--- src/rtl/acc_alu_pkg.sv ---
// Package: operation codes shared by the ALU and its users.
// Assumes the core drives op_i with one of these encodings.
package acc_alu_pkg;
    typedef enum logic [3:0] {
        OP_ADD  = 4'd0,
        OP_ADDC = 4'd1,
        OP_SUBB = 4'd2,
        OP_INC  = 4'd3,
        OP_DEC  = 4'd4,
        OP_PINC = 4'd5,
        OP_PDEC = 4'd6,
        OP_MUL  = 4'd7,
        OP_DIV  = 4'd8,
        OP_DA   = 4'd9,
        OP_AND  = 4'd10,
        OP_OR   = 4'd11,
        OP_RS12 = 4'd12,
        OP_RS13 = 4'd13,
        OP_RS14 = 4'd14,
        OP_RS15 = 4'd15
    } alu_op_e;
endpackage

--- src/rtl/acc_alu_addsub.sv ---
// Combinational adder/subtractor with carry, half-carry and signed-overflow flags.
// Assumes DW is even. The half carry is taken at the DW/2 boundary.
// When sub_i is set, cin_i is a borrow and cy_o reports a borrow.
module acc_alu_addsub #(
    parameter int DW = 8
) (
    input  logic [DW-1:0] a_i,
    input  logic [DW-1:0] b_i,
    input  logic          cin_i,
    input  logic          sub_i,
    output logic [DW-1:0] sum_o,
    output logic          cy_o,
    output logic          ac_o,
    output logic          ov_o
);
    localparam int HW = DW / 2;

    logic [DW:0] full;
    logic [HW:0] half;

    // Full-width and half-width sums; the top bit is the carry or borrow out.
    always_comb begin
        if (sub_i) begin
            full = {1'b0, a_i} - {1'b0, b_i} - (DW+1)'(cin_i);
            half = {1'b0, a_i[HW-1:0]} - {1'b0, b_i[HW-1:0]} - (HW+1)'(cin_i);
            ov_o = (a_i[DW-1] != b_i[DW-1]) && (full[DW-1] != a_i[DW-1]);
        end else begin
            full = {1'b0, a_i} + {1'b0, b_i} + (DW+1)'(cin_i);
            half = {1'b0, a_i[HW-1:0]} + {1'b0, b_i[HW-1:0]} + (HW+1)'(cin_i);
            ov_o = (a_i[DW-1] == b_i[DW-1]) && (full[DW-1] != a_i[DW-1]);
        end
    end

    assign sum_o = full[DW-1:0];
    assign cy_o  = full[DW];
    assign ac_o  = half[HW];
endmodule

--- src/rtl/acc_alu_bcd.sv ---
// Decimal adjust of a byte that holds the sum of two packed BCD values.
// Assumes an 8-bit byte of two nibbles. The carry can be set but never cleared.
module acc_alu_bcd (
    input  logic [7:0] a_i,
    input  logic       cy_i,
    input  logic       ac_i,
    output logic [7:0] res_o,
    output logic       cy_o
);
    logic [8:0] step1;
    logic [8:0] step2;
    logic       hi_fix;

    // Low-nibble correction, then high-nibble correction on the intermediate value.
    always_comb begin
        step1  = (a_i[3:0] > 4'd9 || ac_i) ? ({1'b0, a_i} + 9'h006) : {1'b0, a_i};
        hi_fix = (step1[7:4] > 4'd9) || cy_i || step1[8];
        step2  = hi_fix ? ({1'b0, step1[7:0]} + 9'h060) : {1'b0, step1[7:0]};
        res_o  = step2[7:0];
        cy_o   = cy_i | hi_fix;
    end
endmodule

--- src/rtl/acc_alu_seq.sv ---
// Shared shift unit that multiplies or divides one bit per clock.
// Multiply is shift-and-add and divide is restoring division; each takes DW steps.
// A start is accepted only while idle. Results hold until the next accepted start.
// Assumes the caller keeps start_i low unless a multiply or divide is meant.
module acc_alu_seq #(
    parameter int DW = 8
) (
    input  logic          clk,
    input  logic          rst_n,
    input  logic          start_i,
    input  logic          div_i,
    input  logic [DW-1:0] a_i,
    input  logic [DW-1:0] b_i,
    output logic          busy_o,
    output logic          done_o,
    output logic [DW-1:0] lo_o,
    output logic [DW-1:0] hi_o,
    output logic          ov_o
);
    localparam int CW = (DW > 2) ? $clog2(DW) : 1;
    localparam logic [CW-1:0] LAST = CW'(DW - 1);

    logic          busy_q, done_q, div_q, ov_q;
    logic [CW-1:0] cnt_q;
    logic [DW-1:0] hi_q, lo_q, b_q;
    logic [DW-1:0] hi_n, lo_n;
    logic [DW:0]   msum, rem_s, rem_d;
    logic          ge;

    // One step: add the multiplicand under the current multiplier bit, or do a trial subtraction.
    always_comb begin
        msum  = {1'b0, hi_q} + (lo_q[0] ? {1'b0, b_q} : '0);
        rem_s = {hi_q, lo_q[DW-1]};
        ge    = rem_s >= {1'b0, b_q};
        rem_d = ge ? (rem_s - {1'b0, b_q}) : rem_s;
        if (div_q) begin
            hi_n = rem_d[DW-1:0];
            lo_n = {lo_q[DW-2:0], ge};
        end else begin
            hi_n = msum[DW:1];
            lo_n = {msum[0], lo_q[DW-1:1]};
        end
    end

    // Sequencer: load on start, step while busy, pulse done after the last step.
    always_ff @(posedge clk) begin
        if (!rst_n) begin
            busy_q <= 1'b0;
            done_q <= 1'b0;
            div_q  <= 1'b0;
            ov_q   <= 1'b0;
            cnt_q  <= '0;
            hi_q   <= '0;
            lo_q   <= '0;
            b_q    <= '0;
        end else begin
            done_q <= 1'b0;
            if (!busy_q && start_i) begin
                busy_q <= 1'b1;
                div_q  <= div_i;
                cnt_q  <= '0;
                hi_q   <= '0;
                lo_q   <= a_i;
                b_q    <= b_i;
                ov_q   <= 1'b0;
            end else if (busy_q) begin
                hi_q  <= hi_n;
                lo_q  <= lo_n;
                cnt_q <= cnt_q + 1'b1;
                if (cnt_q == LAST) begin
                    busy_q <= 1'b0;
                    done_q <= 1'b1;
                    ov_q   <= div_q ? (b_q == '0) : (hi_n != '0);
                end
            end
        end
    end

    assign busy_o = busy_q;
    assign done_o = done_q;
    assign lo_o   = lo_q;
    assign hi_o   = hi_q;
    assign ov_o   = ov_q;

    // done is a single-cycle pulse
    p_done_pulse_r7: assert property (@(posedge clk) disable iff (!rst_n)
        done_q |=> !done_q);
    // an accepted start makes the unit busy on the next cycle
    p_start_busy_r10: assert property (@(posedge clk) disable iff (!rst_n)
        (start_i && !busy_q) |=> busy_q);
    // a multiply completes with overflow exactly when the high byte is nonzero
    p_mul_ov_r7: assert property (@(posedge clk) disable iff (!rst_n)
        (done_q && !div_q) |-> (ov_q == (hi_q != '0)));
    // a divide by a nonzero value leaves a remainder below the divisor
    p_rem_small_r8: assert property (@(posedge clk) disable iff (!rst_n)
        (done_q && div_q && b_q != '0) |-> (hi_q < b_q));
endmodule

--- src/rtl/acc_alu.sv ---
// Accumulator ALU top level. It selects among the adder, the decimal-adjust
// logic, the bitwise and pointer paths, and the held multiply/divide results.
// Assumes the core holds op_i steady while a multiply or divide runs and
// until it has taken the results after done_o.
module acc_alu #(
    parameter int DW = 8,
    parameter int PW = 16
) (
    input  logic          clk,
    input  logic          rst_n,
    input  logic [3:0]    op_i,
    input  logic          start_i,
    input  logic [DW-1:0] acc_i,
    input  logic [DW-1:0] opnd_i,
    input  logic [DW-1:0] breg_i,
    input  logic [PW-1:0] ptr_i,
    input  logic          cy_i,
    input  logic          ac_i,
    input  logic          ov_i,
    output logic [DW-1:0] res_o,
    output logic [DW-1:0] res_hi_o,
    output logic [PW-1:0] ptr_o,
    output logic          cy_o,
    output logic          ac_o,
    output logic          ov_o,
    output logic          busy_o,
    output logic          done_o
);
    import acc_alu_pkg::*;

    alu_op_e       op;
    logic [DW-1:0] as_sum, da_res, md_lo, md_hi;
    logic          as_cy, as_ac, as_ov, da_cy, md_ov, as_cin, md_start;

    assign op       = alu_op_e'(op_i);
    assign as_cin   = (op == OP_ADD) ? 1'b0 : cy_i;
    assign md_start = start_i && (op == OP_MUL || op == OP_DIV);

    acc_alu_addsub #(.DW(DW)) u_addsub (
        .a_i(acc_i), .b_i(opnd_i), .cin_i(as_cin), .sub_i(op == OP_SUBB),
        .sum_o(as_sum), .cy_o(as_cy), .ac_o(as_ac), .ov_o(as_ov)
    );

    acc_alu_bcd u_bcd (
        .a_i(acc_i), .cy_i(cy_i), .ac_i(ac_i), .res_o(da_res), .cy_o(da_cy)
    );

    acc_alu_seq #(.DW(DW)) u_seq (
        .clk(clk), .rst_n(rst_n), .start_i(md_start), .div_i(op == OP_DIV),
        .a_i(acc_i), .b_i(breg_i), .busy_o(busy_o), .done_o(done_o),
        .lo_o(md_lo), .hi_o(md_hi), .ov_o(md_ov)
    );

    // Output select: flags pass through unless the operation defines them.
    always_comb begin
        res_o    = acc_i;
        res_hi_o = '0;
        ptr_o    = ptr_i;
        cy_o     = cy_i;
        ac_o     = ac_i;
        ov_o     = ov_i;
        case (op)
            OP_ADD, OP_ADDC, OP_SUBB: begin
                res_o = as_sum;
                cy_o  = as_cy;
                ac_o  = as_ac;
                ov_o  = as_ov;
            end
            OP_INC:  res_o = opnd_i + 1'b1;
            OP_DEC:  res_o = opnd_i - 1'b1;
            OP_PINC: ptr_o = ptr_i + 1'b1;
            OP_PDEC: ptr_o = ptr_i - 1'b1;
            OP_MUL, OP_DIV: begin
                res_o    = md_lo;
                res_hi_o = md_hi;
                cy_o     = 1'b0;
                ov_o     = md_ov;
            end
            OP_DA: begin
                res_o = da_res;
                cy_o  = da_cy;
            end
            OP_AND:  res_o = acc_i & opnd_i;
            OP_OR:   res_o = acc_i | opnd_i;
            default: res_o = acc_i;
        endcase
    end

    // byte increment and decrement leave every flag as it came in
    p_incdec_flags_r3: assert property (@(posedge clk) disable iff (!rst_n)
        (op == OP_INC || op == OP_DEC) |-> (cy_o == cy_i && ac_o == ac_i && ov_o == ov_i));
    // decimal adjust never clears a set carry
    p_da_sticky_r6: assert property (@(posedge clk) disable iff (!rst_n)
        (op == OP_DA && cy_i) |-> cy_o);
    // multiply and divide always report a clear carry
    p_md_carry_r7: assert property (@(posedge clk) disable iff (!rst_n)
        (op == OP_MUL || op == OP_DIV) |-> !cy_o);
    // the high result byte is zero outside multiply and divide
    p_hi_zero_r12: assert property (@(posedge clk) disable iff (!rst_n)
        !(op == OP_MUL || op == OP_DIV) |-> (res_hi_o == '0));
endmodule

--- config.mk ---
export PLATFORM = sky130hd
export DESIGN_NAME = acc_alu
export DESIGN_NICKNAME = d
export VERILOG_FILES = /design/src/rtl/acc_alu_pkg.sv /design/src/rtl/acc_alu_addsub.sv /design/src/rtl/acc_alu_bcd.sv /design/src/rtl/acc_alu_seq.sv /design/src/rtl/acc_alu.sv
export SDC_FILE = /design/constraint.sdc
export NUM_CORES = 1
export LEC_CHECK = 0
export CAP_MARGIN = 10
export CELL_PAD_IN_SITES_DETAIL_PLACEMENT = 0
export CELL_PAD_IN_SITES_GLOBAL_PLACEMENT = 1
export CORE_AREA = 2 2 108 110
export DETAILED_ROUTE_END_ITERATION = 10
export DIE_AREA = 0 0 110 112
export DONT_BUFFER_PORTS = 1
export PLACE_DENSITY_LB_ADDON = 0.12
export SETUP_SLACK_MARGIN = 0.5
export SYNTH_ARGS = -nofsm -noshare
export SYNTH_HDL_FRONTEND = slang
export SYNTH_SLANG_ARGS = --single-unit
--- constraint.sdc ---
create_clock -name clk -period 5.1 [get_ports clk]
set_input_delay 0.765 -clock clk [delete_from_list [all_inputs] [get_ports clk]]
set_output_delay 0.765 -clock clk [all_outputs]
set_load 0.01 [all_outputs]
## Word level (Yosys, flattened, before mapping)

Cells that the tools add are included.

- Add/sub/neg operators: 17
- Order comparisons: 3
- Equality and inequality tests: 16
- Mux-type cells: 23
- Bitwise gates (word level): 5
- Reduce and logical (&&, ||, !) cells: 18

Operator list:

| cell | number |
|---|---|
| 2-to-1 mux 8 bit | 8 |
| one-hot mux 8 bit (7 select lines) | 1 |
| one-hot mux 16 bit (2 select lines) | 1 |
| adder 8 x 8 -> 9 bit | 2 |
| 2-to-1 mux 9 bit | 2 |
| adder 16 x 1 -> 16 bit, second input constant | 1 |
| equality test 4 x 3 -> 1 bit, second input constant | 4 |
| equality test 4 bit, second input constant | 4 |
| subtractor 16 x 1 -> 16 bit, second input constant | 1 |
| adder 8 x 3 -> 9 bit, second input constant | 1 |
| adder 9 x 1 -> 9 bit | 1 |
| >= comparator 9 x 8 -> 1 bit | 1 |
| subtractor 8 x 8 -> 9 bit | 1 |
| subtractor 9 x 1 -> 9 bit | 1 |
| adder 8 x 1 -> 8 bit, second input constant | 1 |
| adder 8 x 7 -> 8 bit, second input constant | 1 |
| bitwise AND 8 bit | 1 |
| equality test 4 x 2 -> 1 bit, second input constant | 2 |
| > comparator 4 bit, second input constant | 2 |
| zero test 8 bit | 1 |
| 2-to-1 mux 1 bit | 8 |
| OR 8 bit | 1 |
| nonzero test 8 bit | 1 |
| subtractor 8 x 1 -> 8 bit, second input constant | 1 |
| 23 further kinds | 34 |

- Flip-flop bits (word level): 31
- Output and inout bits: 37

## Longest topological paths before layout

- Word-level depth: 8
- Depth in mapped cells: 15
- Gate-level depth less buffers: 13

## Cells and area by module

Synthesis repeated with hierarchy kept, for this count alone.

- Cell total of the unflattened synthesis: 721
- Area, all modules: 5,275.1 um2

By module, submodules not included:

| module | times used | cells each | area each (um2) |
|---|---|---|---|
| acc_alu_seq | 1 | 278 | 2,260.9 |
| acc_alu | 1 | 274 | 1,775.5 |
| acc_alu_addsub | 1 | 133 | 982.2 |
| acc_alu_bcd | 1 | 36 | 256.5 |

## Worst setup path after synthesis

OpenSTA, ideal clock, no wires.

- Kind: input to output
- Start point: input port op_i[0]
- End point: output port ov_o
- Data arrival time: 3,714 ps
- Slack: 621 ps
- Stages: 13
- Cells stage by stage: clkbuf_1 -> buf_1 -> o41ai_1 -> fa_1 -> ha_1 -> a211o_2 -> a21o_1 -> a21oi_1 -> o21ai_0 -> a21oi_1 -> xnor2_1 -> a21oi_1 -> o31ai_1

- Longest elaborated chain between the ends: 7

RTL lines:

| what | line | RTL |
|---|---|---|
| from (decl) | acc_alu.sv:11 | `input logic [3:0] op_i,` |
| zero test 4 bit | acc_alu.sv:36, acc_alu.sv:62 |  |
| 2-to-1 mux 1 bit | acc_alu.sv:36 | `assign as_cin = (op == OP_ADD) ? 1'b0 : cy_i;` |
| adder 9 x 1 -> 9 bit or subtractor 9 x 1 -> 9 bit (tied branches) | acc_alu_addsub.sv:28, acc_alu_addsub.sv:24 |  |
| != test 1 bit, on equally long branches | acc_alu_addsub.sv:30, acc_alu_addsub.sv:26 |  |
| logical AND 1 bit, on equally long branches | acc_alu_addsub.sv:30, acc_alu_addsub.sv:26 |  |
| 2-to-1 mux 1 bit | acc_alu_addsub.sv:23 | `if (sub_i) begin` |
| one-hot mux 1 bit (2 select lines) * | acc_alu.sv:62 | `case (op)` |
| to (decl) | acc_alu.sv:25 | `output logic ov_o,` |

Every way passes the cells marked *; elsewhere a longest branch is shown, timed or not.

## Final worst setup path

- Start point: input port op_i[2]
- End point: output port ptr_o[14]

- Longest elaborated chain between the ends: 2

RTL lines:

| what | line | RTL |
|---|---|---|
| equality test 4 x 3 -> 1 bit | acc_alu.sv:62 |  |
| one-hot mux 16 bit (2 select lines) * | acc_alu.sv:62 |  |
| to (decl) | acc_alu.sv:22 | `output logic [PW-1:0] ptr_o,` |

Marked as above.

==> flow_metrics.env <==
export IMPL_synth_edf_count=0
export IMPL_core_um2=11170
export IMPL_ys_top_cells_by_count="nand2_1, ha_1, inv_1"
export IMPL_cp_slowest_cell="a311o_1"
export IMPL_critPathLaunchType="input pin"
export IMPL_slew_violations=0
export IMPL_ir_drop_v=0.0001285
export IMPL_grt_usage=0.2469
export IMPL_firstDrtPassIters=5
export IMPL_crit_family="compound AO/OA/AOI/OAI gates"
export IMPL_root_buffer="clkbuf_16"
export IMPL_ys_types=74
export IMPL_finalCriticalPeriod_ns=4.332
export IMPL_syn_num_nets=831
export IMPL_fin_skew_ns=0.003567
export IMPL_rows=39
export IMPL_outcome="completed"
export IMPL_drive_gt1_frac=0.06590
export IMPL_grt_pass1_vias=4769
export IMPL_setup_tns_ns=0
export IMPL_wl_per_cell_um=17.98
export IMPL_drc=0
export IMPL_synth_area_leaders="ha_1, dfxtp_1, nand2_1, xnor2_1, o21ai_0"
export IMPL_clock_fmax_mhz=230.8
export IMPL_synth_largest_area_cell="ha_1"
export IMPL_cts_tree="yes"
export IMPL_syn_to_final_growth_pct=5.435
export IMPL_whs_ns=0.5070
export IMPL_setup_ws_ns=0.7680
export IMPL_avgSynthCellArea_um2=7.379
export IMPL_ant_nets=0
export IMPL_cp_slowest_stage_delay_ns=0.42
export IMPL_critPathCaptureType="primary output"
export IMPL_worstHoldPathType="reg2reg"
export IMPL_crit_type="in2out"
export IMPL_ys_ff_latch=31
export IMPL_via_per_inst=5.982
export IMPL_synth_cells=705
export IMPL_clk_path_buf_depth=2
export IMPL_die_area_um2=12320
export IMPL_numPortBuffers=0
export IMPL_dp_slack_ns=0.5004
export IMPL_worstPathArrival_ns=3.57
export IMPL_synth_ff_type="dfxtp_1"
export IMPL_finalNetCount=823
export IMPL_clk_pin_slew_ns=0.05
export IMPL_maxCapViolCount=0
export IMPL_overflow=0
export IMPL_cts_buffers=5
export IMPL_place_area_um2=5294
export IMPL_cts_sinks=31
export IMPL_gp_congestion=0.9306
export IMPL_grt_max_degree=31
export IMPL_report_final_setup_viol=0
export IMPL_async_flop_share=0
export IMPL_design_area_um2=5485
export IMPL_leakagePower_uw=0.002352
export IMPL_hold_buffers=0
export IMPL_initial_core_util=0.4656
export IMPL_grt_pass1_wl_mm=24.33
export IMPL_die_h_um=112
export IMPL_relSlewSlack=0.2958
export IMPL_drt_iter0_markers=379
export IMPL_rsz0062_at_grt="no"
export IMPL_ios=87
export IMPL_synthesis_area_um2=5202
export IMPL_pwr_density_cell_nw_per_um2=161.3
export IMPL_critPathRequiredTime_ns=4.34
export IMPL_vias=5031
export IMPL_timing_final_crit_share=0.8494
export IMPL_power_total_uw=884.9
export IMPL_insertion_delay_ns=0.28
export IMPL_finalHoldViolCount=0
export IMPL_num_antenna_cells=0
export IMPL_antenna_found_initial=0
export IMPL_synth_seq_area_share=0.1193
export IMPL_place_hpwl_mm=12.10
export IMPL_wirelength_mm=15.12
export IMPL_cp_num_buf_inv=2
export IMPL_htreeDepth=2
export IMPL_synth_top_cell_area_share=0.1635
export IMPL_yosysMostFrequentCell="nand2_1"
export IMPL_cp_max_fo=8
export IMPL_die_x_um=110
export IMPL_yosysWarnings=0
export IMPL_crit_chain="inv_1 -> nor2_1 -> nand2_1 -> clkinvlp_4 -> ha_1 -> nor2b_1 -> o21ai_0 -> nand2b_1 -> a311o_1 -> a31oi_1 -> a2111oi_0 -> o21a_1 -> o31ai_1"
export IMPL_worst_slew_pin_slew_ns=1.054
worst paths after layout:
| check | to | startpoint | slack [ns] | cells past startpoint |
|---|---|---|---|---|
| setup reg to reg | u_seq.ov_o | u_seq.b_q[1] | 2.08 | 10 |
| hold reg to reg | u_seq.cnt_q[2] | u_seq.cnt_q[2] | 0.51 | 2 |
| setup / recovery | ptr_o[14] | op_i[2] | 0.77 | 13 |
| hold / removal | u_seq.cnt_q[2] | u_seq.cnt_q[2] | 0.51 | 2 |
registers in the layout, indices dropped and copies added, names as in the netlist:
name and flops:
u_seq.div_q 1, u_seq.lo_o 8, u_seq.b_q 8, u_seq.ov_o 1, u_seq.cnt_q 3, u_seq.busy_o 1, u_seq.hi_o 8, u_seq.done_o 1
power by group:
| group | switching [uW] | internal (uW) | total [uW] |
|---|---|---|---|
| combinational | 199 | 141 | 340 |
| clock | 112 | 179 | 291 |
| sequential | 6.72 | 247 | 254 |
cell type report:
class	instances	area, um2
inverter	57	217.7
sequential	31	620.6
timing repair buffer	11	82.58
fill	1122	5689
multi-input combinational	591	4240
tap	143	178.9
clock buffer	5	125.1
clock inverter	3	20.02
worst reg2reg max path, delay by kind of cell, from the launching register on:
| family | cells | cell delay (ns) |
|---|---|---|
| simple gates | 2 | 0.24 |
| compound gates | 5 | 1.35 |
| mux | 1 | 0.42 |
| flops | 1 | 0.49 |
| fa+ha+maj | 1 | 0.30 |
| buf+inv | 1 | 0.08 |
cell families after synthesis:
| kind of cell | Yosys count | synth area share |
|---|---|---|
| AND/OR/NAND/NOR | 229 | 0.2097 |
| AO/OA/AOI/OAI | 225 | 0.2985 |
| buffers and inverters | 83 | 0.06878 |
| adder cells (fa/ha/maj) | 76 | 0.1943 |
| XOR/XNOR | 42 | 0.07071 |
| flip-flops | 31 | 0.1193 |
| multiplexers | 19 | 0.03872 |
metal layers:
layer | global-route usage | wire, um | vias to the layer above | part of all wire
met5 | 0 | 0 | - | 0
met4 | 0.04979 | 122 | 0 | 0.0081
met3 | 0.03864 | 959 | 9 | 0.063
met2 | 0.4049 | 7059 | 154 | 0.47
met1 | 0.3401 | 6982 | 2336 | 0.46
li1 | - | - | 2532 | -
layout by cell type (no fill, tap or decap), types with 19 or more instances in the layout:
master | Yosys | final
o21ai_0 | 43 | 43
a21boi_0 | 19 | 19
ha_1 | 68 | 68
and2_1 | 19 | 19
nand2_1 | 82 | 82
dfxtp_1 | 31 | 31
xnor2_1 | 25 | 25
inv_1 | 57 | 56
nor2_1 | 51 | 51
a21oi_1 | 40 | 40
nor3_1 | 19 | 19
stage by stage:
stage	util	cells
after floorplan	-	705
after global placement	0.4737	829
after detailed placement	0.4737	829
after CTS	0.4871	837
after global routing	0.4909	841
final	0.4909	841
repair_timing:
action	in CTS	in global routing
setup endpoints to repair	1	5
buffers inserted	0	4
resized for setup	1	2
Note: power is estimated with default switching activity, not from simulation.
